==> config.mk <==
export PLATFORM = sky130hd
export DESIGN_NAME = trigHandshakePort
export DESIGN_NICKNAME = d
export VERILOG_FILES = /design/src/rtl/trigHsPkg.sv /design/src/rtl/trigHsSync.sv /design/src/rtl/trigHsCtrl.sv /design/src/rtl/trigHsData.sv /design/src/rtl/trigHandshakePort.sv
export SDC_FILE = /design/constraint.sdc
export NUM_CORES = 1
export LEC_CHECK = 0
export ABC_AREA = 1
export BUFFER_PORTS_ARGS = -buffer_cell sky130_fd_sc_hd__buf_2
export CORE_MARGIN = 8
export CORE_UTILIZATION = 39
export DETAILED_ROUTE_END_ITERATION = 8
export SLEW_MARGIN = 10
export SYNTH_ARGS = -nofsm -noshare
export SYNTH_HDL_FRONTEND = slang
export SYNTH_SLANG_ARGS = --single-unit
==> constraint.sdc <==
create_clock -name clk -period 1.32 [get_ports clk]
set_input_delay 0.264 -clock clk [delete_from_list [all_inputs] [get_ports clk]]
set_output_delay 0.264 -clock clk [all_outputs]
set_load 0.02 [all_outputs]
==> src/rtl/trigHsPkg.sv <==
package trigHsPkg;
  typedef enum logic [2:0] {
    ST_IDLE,
    ST_HAND,
    ST_GAP,
    ST_SHIFT,
    ST_DRAIN
  } hsState_t;

  typedef struct packed {
    logic load;      // capture the trigger number
    logic shift;     // advance to next serial bit
    logic lineHigh;  // force line high (trigger phase)
    logic lineData;  // line carries current serial bit
  } hsStrobe_t;
endpackage

==> src/rtl/trigHsSync.sv <==
module trigHsSync #(
  parameter int WIDTH  = 2,
  parameter int STAGES = 2
) (
  input  logic             clk,
  input  logic             rst,
  input  logic [WIDTH-1:0] asyncIn,
  output logic [WIDTH-1:0] syncOut
);
  logic [WIDTH-1:0] chain [STAGES];

  genvar s;
  generate
    for (s = 0; s < STAGES; s++) begin : gStage
      always_ff @(posedge clk) begin
        if (rst) chain[s] <= '0;
        else if (s == 0) chain[s] <= asyncIn;
        else chain[s] <= chain[(s == 0) ? 0 : s-1];
      end
    end
  endgenerate

  assign syncOut = chain[STAGES-1];
endmodule

==> src/rtl/trigHsCtrl.sv <==
module trigHsCtrl
  import trigHsPkg::*;
#(
  parameter int NUM_W     = 16,
  parameter int PULSE_LEN = 4,
  parameter int GAP_LEN   = 4
) (
  input  logic      clk,
  input  logic      rst,
  input  logic      trigReq,
  input  logic      portEnable,
  input  logic      ignoreBusy,
  input  logic      clkVetoEn,
  input  logic      busyS,
  input  logic      clkS,
  output hsStrobe_t str,
  output logic      ready
);
  localparam int TMR_MAX = (PULSE_LEN > GAP_LEN) ? PULSE_LEN : GAP_LEN;
  localparam int TMR_W   = $clog2(TMR_MAX + 1);
  localparam int BIT_W   = $clog2(NUM_W + 1);

  hsState_t         state;
  logic [TMR_W-1:0] timer;
  logic [BIT_W-1:0] bitCnt;
  logic             clkPrev;
  logic             clkFall;
  logic             accept;

  assign clkFall = clkPrev & ~clkS;
  assign ready   = (state == ST_IDLE) & portEnable & (ignoreBusy | ~busyS)
                 & ~(clkVetoEn & clkS);
  assign accept  = trigReq & ready;

  always_ff @(posedge clk) begin
    if (rst) begin
      state   <= ST_IDLE;
      timer   <= '0;
      bitCnt  <= '0;
      clkPrev <= 1'b0;
    end else begin
      clkPrev <= clkS;
      unique case (state)
        ST_IDLE: begin
          timer  <= '0;
          bitCnt <= '0;
          if (accept) state <= ST_HAND;
        end
        ST_HAND: begin
          if ((!ignoreBusy && busyS) ||
              (ignoreBusy && timer == TMR_W'(PULSE_LEN - 1))) begin
            state <= ST_GAP;
            timer <= '0;
          end else if (timer < TMR_W'(PULSE_LEN - 1)) begin
            timer <= timer + 1'b1;
          end
        end
        ST_GAP: begin
          if (timer == TMR_W'(GAP_LEN - 1)) begin
            state  <= ST_SHIFT;
            bitCnt <= '0;
          end else begin
            timer <= timer + 1'b1;
          end
        end
        ST_SHIFT: begin
          if (clkFall) begin
            bitCnt <= bitCnt + 1'b1;
            if (bitCnt == BIT_W'(NUM_W - 1)) state <= ST_DRAIN;
          end
        end
        ST_DRAIN: begin
          if (ignoreBusy || !busyS) state <= ST_IDLE;
        end
        default: state <= ST_IDLE;
      endcase
    end
  end

  always_comb begin
    str          = '0;
    str.load     = accept;
    str.shift    = (state == ST_SHIFT) & clkFall;
    str.lineHigh = (state == ST_HAND);
    str.lineData = (state == ST_SHIFT);
  end


  busy_drop_chk: assert property (@(posedge clk) disable iff (rst)
    (state == ST_HAND && busyS && !ignoreBusy) |=> (state == ST_GAP));


  pulse_bound_chk: assert property (@(posedge clk) disable iff (rst)
    (state == ST_HAND) |-> (timer < TMR_W'(PULSE_LEN)));


  shift_exit_chk: assert property (@(posedge clk) disable iff (rst)
    (state == ST_SHIFT) |=> (state == ST_SHIFT || state == ST_DRAIN));


  bit_count_chk: assert property (@(posedge clk) disable iff (rst)
    bitCnt <= BIT_W'(NUM_W));
endmodule

==> src/rtl/trigHsData.sv <==
module trigHsData
  import trigHsPkg::*;
#(
  parameter int NUM_W = 16
) (
  input  logic             clk,
  input  logic             rst,
  input  hsStrobe_t        str,
  input  logic [NUM_W-1:0] trigNum,
  output logic             trigOut
);
  logic [NUM_W-1:0] shReg;

  always_ff @(posedge clk) begin
    if (rst) shReg <= '0;
    else if (str.load) shReg <= trigNum;
    else if (str.shift) shReg <= {1'b0, shReg[NUM_W-1:1]};
  end

  assign trigOut = str.lineHigh | (str.lineData & shReg[0]);


  hold_chk: assert property (@(posedge clk) disable iff (rst)
    (!str.load && !str.shift) |=> $stable(shReg));
endmodule

==> src/rtl/trigHandshakePort.sv <==
module trigHandshakePort
  import trigHsPkg::*;
#(
  parameter int NUM_W       = 16,
  parameter int SYNC_STAGES = 2,
  parameter int PULSE_LEN   = 4,
  parameter int GAP_LEN     = 4
) (
  input  logic             clk,
  input  logic             rst,
  input  logic             trigReq,
  input  logic [NUM_W-1:0] trigNum,
  input  logic             portEnable,
  input  logic             ignoreBusy,
  input  logic             clkVetoEn,
  input  logic             dutBusy,
  input  logic             dutClk,
  output logic             trigOut,
  output logic             ready
);
  logic [1:0] syncVec;
  hsStrobe_t  str;

  trigHsSync #(.WIDTH(2), .STAGES(SYNC_STAGES)) uSync (
    .clk(clk), .rst(rst),
    .asyncIn({dutClk, dutBusy}),
    .syncOut(syncVec)
  );

  trigHsCtrl #(.NUM_W(NUM_W), .PULSE_LEN(PULSE_LEN), .GAP_LEN(GAP_LEN)) uCtrl (
    .clk(clk), .rst(rst), .trigReq(trigReq), .portEnable(portEnable),
    .ignoreBusy(ignoreBusy), .clkVetoEn(clkVetoEn),
    .busyS(syncVec[0]), .clkS(syncVec[1]),
    .str(str), .ready(ready)
  );

  trigHsData #(.NUM_W(NUM_W)) uData (
    .clk(clk), .rst(rst), .str(str), .trigNum(trigNum), .trigOut(trigOut)
  );


  accept_rise_chk: assert property (@(posedge clk) disable iff (rst)
    (trigReq && ready) |=> trigOut);


  idle_low_chk: assert property (@(posedge clk) disable iff (rst)
    ready |-> !trigOut);


  mask_chk: assert property (@(posedge clk) disable iff (rst)
    !portEnable |-> !ready);
endmodule

; After elaboration in Yosys (flattened, before gate mapping)
; Memory sizes are Yosys's and may differ from the RTL's.
; Index checks and enable logic that the tools add are counted.
[totals]
n_memories = 1
inputBits = 24
word_cells = 72
output_inout_bits = 2
ramBits = 4
regBits = 28
[mem_list]
columns = memory, depth, word_bits, read_ports, rd_ports_with_merged_regs, write_ports, line
row1 = uSync.chain, 2, 2, 2, 0, 2, trigHsSync.sv:10  ; logic [WIDTH-1:0] chain [STAGES];
[classes]
muxes = 21
order_cmp = 1
n_eq_ne = 14
bitwise_logic = 15
n_reduce_logical = 13
addsub = 2
[op_table]
columns = op, n
row1 = $mux 16, 2
row2 = $mux 3, 9
row3 = $pmux 3 s5, 1
row4 = $pmux 5 s3, 1
row5 = $mux 5, 2
row6 = $eq 3x2->1 const B, 3
row7 = $pmux 3 s3, 1
row8 = $and 1x1->1, 8
row9 = $ne 2x2->1 const B, 4
row10 = $ne 2x1->1 const B, 3
row11 = $reduce_and 3->1, 2
row12 = $reduce_and 6->1, 1
row13 = $reduce_bool 3->1, 2
row14 = $add 5x1->5 const B, 1
row15 = $eq 5x4->1 const B, 1
row16 = $mux 2, 2
row17 = $or 1x1->1, 4
row18 = $add 3x1->3 const B, 1
row19 = $eq 3x1->1 const B, 1
row20 = $eq 3x3->1 const B, 1
row21 = $logic_not 3->1, 1
row22 = $lt 3x2->1 const B, 1
row23 = $mux 1, 3
row24 = $ne 3x3->1 const B, 1
row25 = 5 further kinds, 10

; Longest topological paths before layout
; Gate-level depths: netlist of run 1.
[logic_depth]
ltp_word = 7
depth_mapped = 12
mapped_depth_nobuf = 12

; Modules after synthesis
; A second synthesis of run 1 with hierarchy kept.
[unflattened]
cells_unflattened = 266
area_unflattened_um2 = 1779.2
[modules_own_cells]
columns = mod, instances, seq_area_each_um2, cells_per_inst, area_each_um2
row1 = trigHsData, 1, 320.3, 133, 880.8
row2 = trigHsCtrl, 1, 240.2, 121, 788.3
row3 = trigHsSync, 1, 80.1, 12, 110.1

; Worst setup path after synthesis of run 1
; OpenSTA, ideal clock, no wires.
[synth_timing]
kind = reg2reg
startpoint = register uCtrl.timer[0]
endpoint = register uCtrl.timer[1]
required_ns = 1.189
n_path_buf = 0
setup_slack_ns = -0.118
period_less_slack_ns = 1.438
t_arrival_ns = 1.307
stages_incl_launch_ff = 11
setup_time_ns = 0.131
cell_sequence = dfxtp_1 > ha_1 > ha_1 > nand2_1 > nand2_1 > nor2_1 > nand2_1 > nand3_1 > nand2_1 > o21ai_0 > nor2_1
[synth_between]
elab_chain_len = 5
word_cells_on_any_way = 12
classes_between = add/sub (1) / order compare (1) / eq/ne (3) / mux (4) / reduce/logical (3)
[synth_rtl]
columns = item, line
row1 = start: declaration, trigHsCtrl.sv:24  ; logic [TMR_W-1:0] timer;
row2 = start signal: assignment, trigHsCtrl.sv:55  ; timer <= timer + 1'b1;
row3 = start signal: assignment, trigHsCtrl.sv:63  ; timer <= timer + 1'b1;
row4 = "parallel branches: the longest is 5 deep, another holds $add 3x1->3", n/a
; Several ways; the timed one is not identified. The select of a mux whose other input is x is not followed.
; A chain may end at the register's enable or synchronous reset.

; Worst setup path in the final report of run 1
[layout_timing]
startpoint = register uCtrl.bitCnt[1]
endpoint = register uCtrl.state[0]
[layout_between]
elab_chain_len = 3
[layout_rtl]
columns = item, line
row1 = start: declaration, trigHsCtrl.sv:25  ; logic [BIT_W-1:0] bitCnt;
row2 = start signal: assignment, trigHsCtrl.sv:68  ; bitCnt <= bitCnt + 1'b1;
row3 = $eq 5x4->1, trigHsCtrl.sv:69  ; if (bitCnt == BIT_W'(NUM_W - 1)) state <= ST_DRAIN;
row4 = $ne 2x2->1 (no source line), n/a
row5 = $reduce_and 6->1 (no source line), n/a
row6 = end signal: assignment, trigHsCtrl.sv:69
row7 = end signal: assignment, trigHsCtrl.sv:73  ; if (ignoreBusy || !busyS) state <= ST_IDLE;
row8 = end signal: assignment, trigHsCtrl.sv:75  ; default: state <= ST_IDLE;
row9 = end: declaration, trigHsCtrl.sv:23  ; hsState_t state;
; No other way between the ends.

==> impl_metrics.json, run 1 <==
{
  "max_stage_delay_ns": 0.35,
  "cts_buffer_depth": 2,
  "grt_max_degree": 27,
  "num_io_pins": 26,
  "die_height_um": 84.0,
  "pre_cts_ws_ns": -0.113,
  "cp-end-kind": "register",
  "gp_congestion": 0.831,
  "routed.top_layer": "met4",
  "max_clock_freq_ghz": 0.657,
  "netlist_area_um2": 1800,
  "hold_viol_final": 0,
  "p_leak_nw": 1.16,
  "wl_met1_um": 2180,
  "path_class": "reg2reg",
  "rsz0062_at_grt": "true",
  "vdd_drop_max_v": 0.000779,
  "first_global_vias": 1662,
  "die_area_um2": 7050,
  "vias": 1828,
  "min_period_over_period_pct": 115,
  "cts_tree": "done",
  "synth_edf_count": 0,
  "synth_cell_types": 24,
  "die_w_um": 84.0,
  "grt_overflow": 0,
  "drv_slew": 0,
  "status": "complete, but fails checks",
  "antenna_found_initial": 0,
  "ant_nets": 0,
  "diodes": 0,
  "root_buffer": "clkbuf_8",
  "path_common_cell": "nand2_2",
  "tightest_slew_ns": 0.326,
  "maxSlewHeadroom_pct": 78.3,
  "synth_warnings": 0,
  "nNetsFinal": 354,
  "ys_top_cells_by_area": "dfxtp_1 (36%), nor2_1 (12%), inv_1 (10%), nand3_1 (6.9%), nand2_1 (6.9%)",
  "yosysTopAreaCell": "dfxtp_1",
  "start_util_pct": 40.8,
  "area_delta_synth_final_pct": 49.8,
  "async_reset_ff_share_pct": 0,
  "fill_cells": 393,
  "avgViaCountPerCell": 4.82,
  "start_kind": "register",
  "fin_crit_ns": 1.52,
  "wirelength_um": 4760,
  "cp_top_family": "simple AND/OR/NAND/NOR gates",
  "cts_hold_buf": 0,
  "final_area_um2": 2700,
  "h-tree-depth": 2,
  "clock_latency_ns": 0.28,
  "avgSynthCellArea_um2": 6.73,
  "clock_sinks": 32,
  "first_pass_iters": 4,
  "synth.most_common_cell": "nor2_1",
  "ys_seq_area_share_pct": 35.5,
  "drive_gt1_share_pct": 46.5,
  "ys_top_cells_by_count": "nor2_1 (56), inv_1 (48), nand2_1 (33)",
  "path_cells": "ha_4 > nand2_2 > nor2_2 > ha_2 > nand3_2 > nand2_2 > nand2_2 > inv_2 > nand3_2 > nor2_1 > nor2_1",
  "worstPathMaxFanout": 3,
  "clkTransAtPathRegs_ns": 0.07,
  "drc_errors": 0,
  "cp_slowest_cell": "dfxtp_2",
  "cp_num_buf_inv": 1,
  "cp.arrival_ns": 1.69,
  "required_ns": 1.49,
  "row_count": 24,
  "post-synth-top-area-fraction_pct": 35.5,
  "finalWorstSetupSlack_ns": -0.203,
  "ys.flop_type": "dfxtp_1",
  "ys_ff_latch": 32,
  "route.met3.wl_um": 184,
  "cts_made_buffers": 5,
  "report.final.setup_viol": 10,
  "cap_violations": 0,
  "detailed_place.area_um2": 2190,
  "drt_iter0_drc": 58,
  "violations": "setup timing",
  "finClkSkew_ns": 0.00871,
  "hp-class": "in2reg",
  "grtUsageTotal_pct": 12.0,
  "holdWs_ns": 0.182,
  "p_per_area_nw_per_um2": 1360,
  "synth_fp_nets": 296,
  "coreArea_um2": 4410,
  "avgRoutedWirePerCell_um": 12.6,
  "dp_hpwl_um": 2840,
  "routed-wl-met2_um": 2340,
  "finalPower_mw": 3.66,
  "io_buffers": 25,
  "grt_pass1_wl_um": 7260,
  "postSynthCellCount": 268
}
-- final cells by class --
cell class / instances / area [µm²] / area share, %
multi-input cells: 177 / 1180 / 43.7
flip-flops and latches: 32 / 656 / 24.3
repair buffers: 61 / 508 / 18.8
inverters: 49 / 184 / 6.81
clock buffers: 6 / 72.6 / 2.69
well taps: 52 / 65.1 / 2.41
clock inverters: 2 / 35.0 / 1.30
-- through the flow --
| stage | std cells | TNS (ns) | utilization (%) |
|---|---|---|---|
| detailed placement | 360 | -2.10 | 49.7 |
| CTS | 375 | -0.617 | 55.0 |
| floorplan | 268 | -0.000303 | - |
| finish | 379 | -0.987 | 61.2 |
| global route | 379 | -2.83 | 61.2 |
| global placement | 360 | -1.87 | 49.7 |
-- logic make-up (layout without fill, tap and decap cells) --
family	after synthesis	after routing	synth area share, %
buf+inv	59	118	14.0
flops	32	32	35.5
fa+ha+maj	4	4	2.78
compound gates	35	35	13.0
xor+xnor	1	1	0.486
simple gates	137	137	34.2
-- tightest hold or removal path, cell delays in order --
cell	delay [ns]
buf_2	0.07
inv_1	0.03
nor2_1	0.06
-- metal layers --
layer / track usage (%) / vias to the layer above
met4: 3.77 / 0
li1: - / 933
met1: 15.3 / 844
met2: 19.2 / 43
met3: 3.03 / 8
met5: 0 / -
-- cells in the final DEF (no fill, tap or decap), types with 4 or more instances in the layout --
cell type	count
inv_1	46
nor2_1	46
buf_4	25
dfxtp_1	24
buf_2	23
nand2_1	21
nand3_1	19
a21oi_2	16
nor2_2	13
nor2_4	13
nand2_2	11
buf_6	8
o21ai_1	7
dfxtp_2	6
clkbuf_8	5
nand3_2	4
nand2_4	4
a21oi_1	4
-- what timing repair did --
| action | 4_1_cts | 5_1_grt |
|---|---|---|
| setup endpoints to repair | 29 | 29 |
| gates cloned | 0 | 4 |
| resized for setup | 25 | 49 |
| setup buffers | 7 | 0 |
| pin swaps | 8 | 20 |
-- state kept, by name, summed over array words and instances, names as in the netlist --
| name | flops |
|---|---|
| uSync.chain | 4 |
| uCtrl.state | 3 |
| uCtrl.timer | 3 |
| uCtrl.bitCnt | 5 |
| uData.shReg | 16 |
| uCtrl.clkPrev | 1 |
-- where the power goes --
group,total (mW),switching [mW],internal (mW)
clock,0.931,0.371,0.560
combinational,1.53,0.828,0.704
sequential,1.20,0.105,1.10
total,3.66,1.30,2.36
-- worst paths after layout --
path                                                   start                           end  slack [ns]  depth (start not counted)
worst min register to register  uSync.chain[0][1]$_SDFF_PP0_  uSync.chain[1][1]$_SDFF_PP0_        0.40                          2
worst max-delay path            uCtrl.bitCnt[1]$_SDFFE_PP0P_   uCtrl.state[0]$_SDFFE_PP0P_       -0.20                         11
worst min-delay path                                  dutClk  uSync.chain[0][1]$_SDFF_PP0_        0.18                          3
worst max register to register  uCtrl.bitCnt[1]$_SDFFE_PP0P_   uCtrl.state[0]$_SDFFE_PP0P_       -0.20                         11
(Power assumes the default switching activity.)
==> run 2, diff against run 1 <==
Settings changed: SKIP_LAST_GASP from default to 1.
==> run 2 against run 1 <==
The run still ends with setup timing left. Worst setup slack gained 0.0064 ns. Non-clock buffer count unchanged. First-iteration DRC count fell by 5.2%. Clock skew is essentially flat. Wire length shrank 3.2%. Combinational power down 3%. Flip-flop and latch count unchanged. Die area did not move. Core utilization fell by 0.54 points. Critical path depth down 1. Clock power rose by 0.5%. Critical path type unchanged. Highest routed layer unchanged.
==> impl_metrics.json, run 2 (same netlist as run 1, synthesis figures left out) <==
{
  "start_util_pct": 40.8,
  "hp-class": "in2reg",
  "grtUsageTotal_pct": 11.8,
  "cp.arrival_ns": 1.72,
  "h-tree-depth": 2,
  "cp_slowest_cell": "dfxtp_2",
  "detailed_place.area_um2": 2190,
  "io_buffers": 25,
  "die_area_um2": 7050,
  "first_pass_iters": 4,
  "hold_viol_final": 0,
  "grt_pass1_wl_um": 7180,
  "clkTransAtPathRegs_ns": 0.07,
  "vias": 1776,
  "root_buffer": "clkbuf_8",
  "fin_setup_tns_ns": -0.881,
  "path_cells": "ha_4 > nand2_2 > nor2_2 > ha_2 > nand3_2 > nand2_2 > nand2_2 > nor2_1 > nand3_1 > a21oi_1",
  "finClkSkew_ns": 0.00894,
  "multi_input_area_um2": 1160,
  "drv_slew": 0,
  "seq_area_um2": 654,
  "rsz0062_at_grt": "true",
  "gp_congestion": 0.831,
  "max_clock_freq_ghz": 0.659,
  "final_area_um2": 2680,
  "fin_crit_ns": 1.52,
  "r2r-end": "uCtrl.state[2]$_SDFFE_PP0P_",
  "p_leak_nw": 1.16,
  "antenna_found_initial": 0,
  "finalWorstSetupSlack_ns": -0.197,
  "clock_latency_ns": 0.28,
  "max_stage_delay_ns": 0.35,
  "violations": "setup timing",
  "first_global_vias": 1687,
  "reg_top3": "uData.shReg x16, uCtrl.bitCnt x5, uSync.chain x4",
  "cts_buffer_depth": 2,
  "routed.top_layer": "met4",
  "cts_tree": "done",
  "reg2reg_depth": 10,
  "ant_nets": 0,
  "worstPathMaxFanout": 3,
  "status": "complete, but fails checks",
  "min-delay-start": "dutClk",
  "grt_max_degree": 27,
  "min_period_over_period_pct": 115,
  "largest_register_ffs": 16,
  "clock_sinks": 32,
  "avgRoutedWirePerCell_um": 12.2,
  "wl_met1_um": 2190,
  "route.met3.wl_um": 147,
  "area_delta_synth_final_pct": 48.4,
  "diodes": 0,
  "num_io_pins": 26,
  "cts_hold_buf": 0,
  "avgViaCountPerCell": 4.69,
  "cts_made_buffers": 5,
  "drive_gt1_share_pct": 45.3,
  "p_per_area_nw_per_um2": 1360,
  "holdPathStages": 3,
  "drt_iter0_drc": 55,
  "die_w_um": 84.0,
  "routed-wl-met2_um": 2210,
  "rrSetupSlack_ns": -0.20,
  "cp_num_buf_inv": 0,
  "cp-end-kind": "register",
  "required_ns": 1.53,
  "hold-path-endpoint": "uSync.chain[0][1]$_SDFF_PP0_",
  "tightest_slew_ns": 0.357,
  "r2r_start": "uCtrl.bitCnt[0]$_SDFFE_PP0P_",
  "maxSlewHeadroom_pct": 76.2,
  "mostFrequentLayoutCells": "nor2_1 (47), inv_1 (45), buf_4 (25), dfxtp_1 (25)",
  "coreArea_um2": 4410,
  "top_register": "uData.shReg",
  "grt_overflow": 0,
  "row_count": 24,
  "drc_errors": 0,
  "die_height_um": 84.0,
  "path_common_cell": "nand2_2",
  "final_common_cell": "nor2_1",
  "wirelength_um": 4610,
  "cp_top_family": "simple AND/OR/NAND/NOR gates",
  "fill_cells": 393,
  "dp_hpwl_um": 2840,
  "crit_start": "uCtrl.bitCnt[0]$_SDFFE_PP0P_",
  "vdd_drop_max_v": 0.000781,
  "start_kind": "register",
  "report.final.setup_viol": 16,
  "cap_violations": 0,
  "nNetsFinal": 354,
  "path_class": "reg2reg"
}
[run 2: cell count changes in the layout (fill, tap and decap cells not counted), moves of 2 or more]
cell	change
nand2_1	+2
o21ai_0	+2
o21ai_1	-2
nor2_2	-2
nand2_2	-2
[run 2: tightest hold or removal path, delay by kind of cell]
| kind | cells | cell delay, ns |
|---|---|---|
| AND/OR/NAND/NOR | 1 | 0.06 |
| buffers and inverters | 2 | 0.10 |
[run 2: worst max path at each step]
stage / depth (start not counted) / end / slack, ns
after floorplan: 11 / uCtrl.state[0]$_SDFFE_PP0P_ / -0.0003
after global placement: 7 / uCtrl.bitCnt[4]$_SDFFE_PP0P_ / -0.11
after detailed placement: 7 / uCtrl.bitCnt[4]$_SDFFE_PP0P_ / -0.11
after CTS: 11 / uCtrl.state[0]$_SDFFE_PP0P_ / -0.09
after global routing: 10 / uCtrl.state[1]$_SDFFE_PP0P_ / -0.31
final: 10 / uCtrl.state[2]$_SDFFE_PP0P_ / -0.20
[run 2: report_power, final]
| part | internal [mW] | switching, mW |
|---|---|---|
| Combinational | 0.691 | 0.801 |
| Clock | 0.560 | 0.375 |
| Sequential | 1.10 | 0.104 |
| Total | 2.35 | 1.28 |
[run 2: cell type report]
| type | instances | area share [%] |
|---|---|---|
| sequential | 32 | 24.5 |
| timing repair buffer | 61 | 19.0 |
| clock inverter | 2 | 1.31 |
| tap | 52 | 2.43 |
| clock buffer | 6 | 2.71 |
| multi-input combinational | 177 | 43.2 |
| inverter | 49 | 6.87 |
[run 2: stage by stage]
step | instances | power, mW | setup slack (ns) | utilization [%] | hold WS (ns)
after floorplan | 268 | 1.96 | -0.000303 | - | 0.371
after global placement | 360 | 2.26 | -0.113 | 49.7 | 0.393
after detailed placement | 360 | 2.26 | -0.113 | 49.7 | 0.398
after CTS | 375 | 3.39 | -0.0915 | 54.9 | 0.177
after global routing | 379 | 3.84 | -0.305 | 60.6 | 0.181
final | 379 | 3.63 | -0.197 | 60.6 | 0.179
[run 2: per-layer routing]
metal / track usage (%) / vias up
met1: 14.5 / 797
met2: 19.3 / 33
met3: 3.03 / 9
met4: 4.24 / 0
li1: - / 937
met5: 0 / -
[run 2: repair_timing]
item | in CTS | in global routing
pin swaps | 8 | 28
buffers inserted | 7 | 0
resized for setup | 23 | 44
setup endpoints to repair | 29 | 29
gates cloned | 0 | 4
endpoints found under the hold margin | 0 | 0
==> run 3, diff against run 2 <==
Settings changed: CTS_BUF_LIST from default to sky130_fd_sc_hd__clkbuf_8 sky130_fd_sc_hd__clkbuf_16.
==> run 3 against run 2 <==
The flow still finishes with violations (setup timing). Wire length decreased by 0.30%. Combinational power about the same. Critical endpoint unchanged. Fmax about the same. Highest routed layer unchanged. Power decreased by 0.27%. Register-to-register slack about the same. Flip-flop and latch count unchanged. Global-route usage unchanged. Worst setup slack improved by 0.0013 ns.
==> impl_metrics.json, run 3 (same netlist as run 1, synthesis figures left out) <==
{
  "status": "complete, but fails checks",
  "violations": "setup timing",
  "placedCellCount": 360,
  "p_leak_nw": 1.16,
  "start_kind": "register",
  "cts_made_buffers": 5,
  "cap_violations": 0,
  "io_buffers": 25,
  "path_cells": "ha_4 > nand2_2 > nor2_2 > ha_2 > nand3_2 > nand2_2 > nand2_2 > nor2_1 > nand3_1 > a21oi_1",
  "coreArea_um2": 4410,
  "report.final.setup_viol": 12,
  "path_class": "reg2reg",
  "tightest_slew_ns": 0.362,
  "cp_slowest_cell": "dfxtp_2",
  "wirelength_um": 4600,
  "min_period_over_period_pct": 115,
  "drt_iter0_drc": 55,
  "h-tree-depth": 2,
  "final_cells": 379,
  "worstPathMaxFanout": 3,
  "num_io_pins": 26,
  "clock_sinks": 32,
  "area_delta_synth_final_pct": 48.4,
  "drive_gt1_share_pct": 45.0,
  "seq_area_um2": 654,
  "top_register": "uData.shReg",
  "clkTransAtPathRegs_ns": 0.07,
  "cp.arrival_ns": 1.72,
  "holdWs_ns": 0.179,
  "avgRoutedWirePerCell_um": 12.1,
  "avgViaCountPerCell": 4.70,
  "nNetsFinal": 354,
  "drc_errors": 0,
  "fill_cells": 393,
  "cts_hold_buf": 0,
  "max_clock_freq_ghz": 0.660,
  "antenna_found_initial": 0,
  "met1_usage_pct": 14.5,
  "hp-class": "in2reg",
  "diodes": 0,
  "grt_max_degree": 27,
  "rrSetupSlack_ns": -0.20,
  "vdd_drop_max_v": 0.000781,
  "ant_nets": 0,
  "maxSlewHeadroom_pct": 75.8,
  "rsz0062_at_grt": "true",
  "reg2reg_depth": 10,
  "cp_top_family": "simple AND/OR/NAND/NOR gates",
  "row_count": 24,
  "grt_overflow": 0,
  "first_pass_iters": 4,
  "gp_congestion": 0.831,
  "die_height_um": 84.0,
  "largest_register_ffs": 16,
  "path_common_cell": "nand2_2",
  "met3_usage_pct": 3.03,
  "holdPathStages": 3,
  "die_area_um2": 7050,
  "clock_latency_ns": 0.28,
  "vias": 1780,
  "grtUsageTotal_pct": 11.8,
  "max_stage_delay_ns": 0.35,
  "finalWorstSetupSlack_ns": -0.196,
  "drv_slew": 0,
  "die_w_um": 84.0,
  "start_util_pct": 40.8,
  "cp-end-kind": "register",
  "first_global_vias": 1687,
  "reg_top3": "uData.shReg x16, uCtrl.bitCnt x5, uSync.chain x4",
  "hold_viol_final": 0,
  "p_per_area_nw_per_um2": 1350,
  "finClkSkew_ns": 0.00921,
  "dp_hpwl_um": 2840,
  "mostFrequentLayoutCells": "inv_1 (47), nor2_1 (47), buf_4 (25), dfxtp_1 (25)",
  "fin_crit_ns": 1.52,
  "cp_num_buf_inv": 0,
  "multi_input_area_um2": 1160,
  "top_usage_layer": "met2",
  "cts_buffer_depth": 2,
  "required_ns": 1.53,
  "root_buffer": "clkbuf_8",
  "cts_tree": "done",
  "worst-path-stages": 10,
  "grt_pass1_wl_um": 7180,
  "met2_usage_pct": 19.3
}
==> run 3: changes by cell type in the layout (fill, tap and decap cells not counted), sizes merged <==
cell	change
inv	+1
clkbuf	-1
==> run 3: final timing paths <==
kind,startpoint,end
setup / recovery,uCtrl.bitCnt[0]$_SDFFE_PP0P_,uCtrl.state[2]$_SDFFE_PP0P_
hold / removal,dutClk,uSync.chain[0][1]$_SDFF_PP0_
setup reg to reg,uCtrl.bitCnt[0]$_SDFFE_PP0P_,uCtrl.state[2]$_SDFFE_PP0P_
hold reg to reg,uSync.chain[0][1]$_SDFF_PP0_,uSync.chain[1][1]$_SDFF_PP0_
==> run 3: cell type report <==
cell class / instances / share of cell area [%]
Clock buffer: 5 / 2.57
Clock inverter: 3 / 1.45
Inverter: 49 / 6.87
Multi-Input combinational cell: 177 / 43.2
Sequential cell: 32 / 24.5
Tap cell: 52 / 2.43
Timing Repair Buffer: 61 / 19.0
==> run 3: power breakdown <==
part           leakage [nW]  switching [mW]  internal (mW)  total [mW]
Combinational         0.840           0.800          0.691        1.49
Sequential            0.265           0.104           1.10        1.20
Clock                0.0593           0.375          0.552       0.927
Total                  1.16            1.28           2.34        3.62
==> run 3: repair_timing <==
action                     CTS  global route
pin swaps                    8            28
setup buffers                7             0
gates cloned                 0             4
setup endpoints to repair   29            29
resized for setup           23            43
==> run 3: worst min-delay path: stages <==
cell and delay (ns):
buf_2 0.07, inv_1 0.03, nor2_1 0.06
==> run 3: metal layers <==
| metal | up-vias | share of wire, % |
|---|---|---|
| met3 | 9 | 3.3 |
| li1 | 937 | - |
| met1 | 799 | 47 |
| met5 | - | 0 |
| met2 | 35 | 48 |
| met4 | 0 | 1.4 |
==> run 3: through the flow <==
stage	total power, mW	setup TNS (ns)	area (µm²)	utilization [%]	worst slack, ns
floorplan	1.96	-0.000303	1860	-	-0.000303
global placement	2.26	-1.87	2190	49.7	-0.113
detailed placement	2.26	-2.10	2190	49.7	-0.113
CTS	3.38	-0.634	2420	54.9	-0.0915
global route	3.83	-2.85	2680	60.6	-0.305
finish	3.62	-0.848	2680	60.6	-0.196
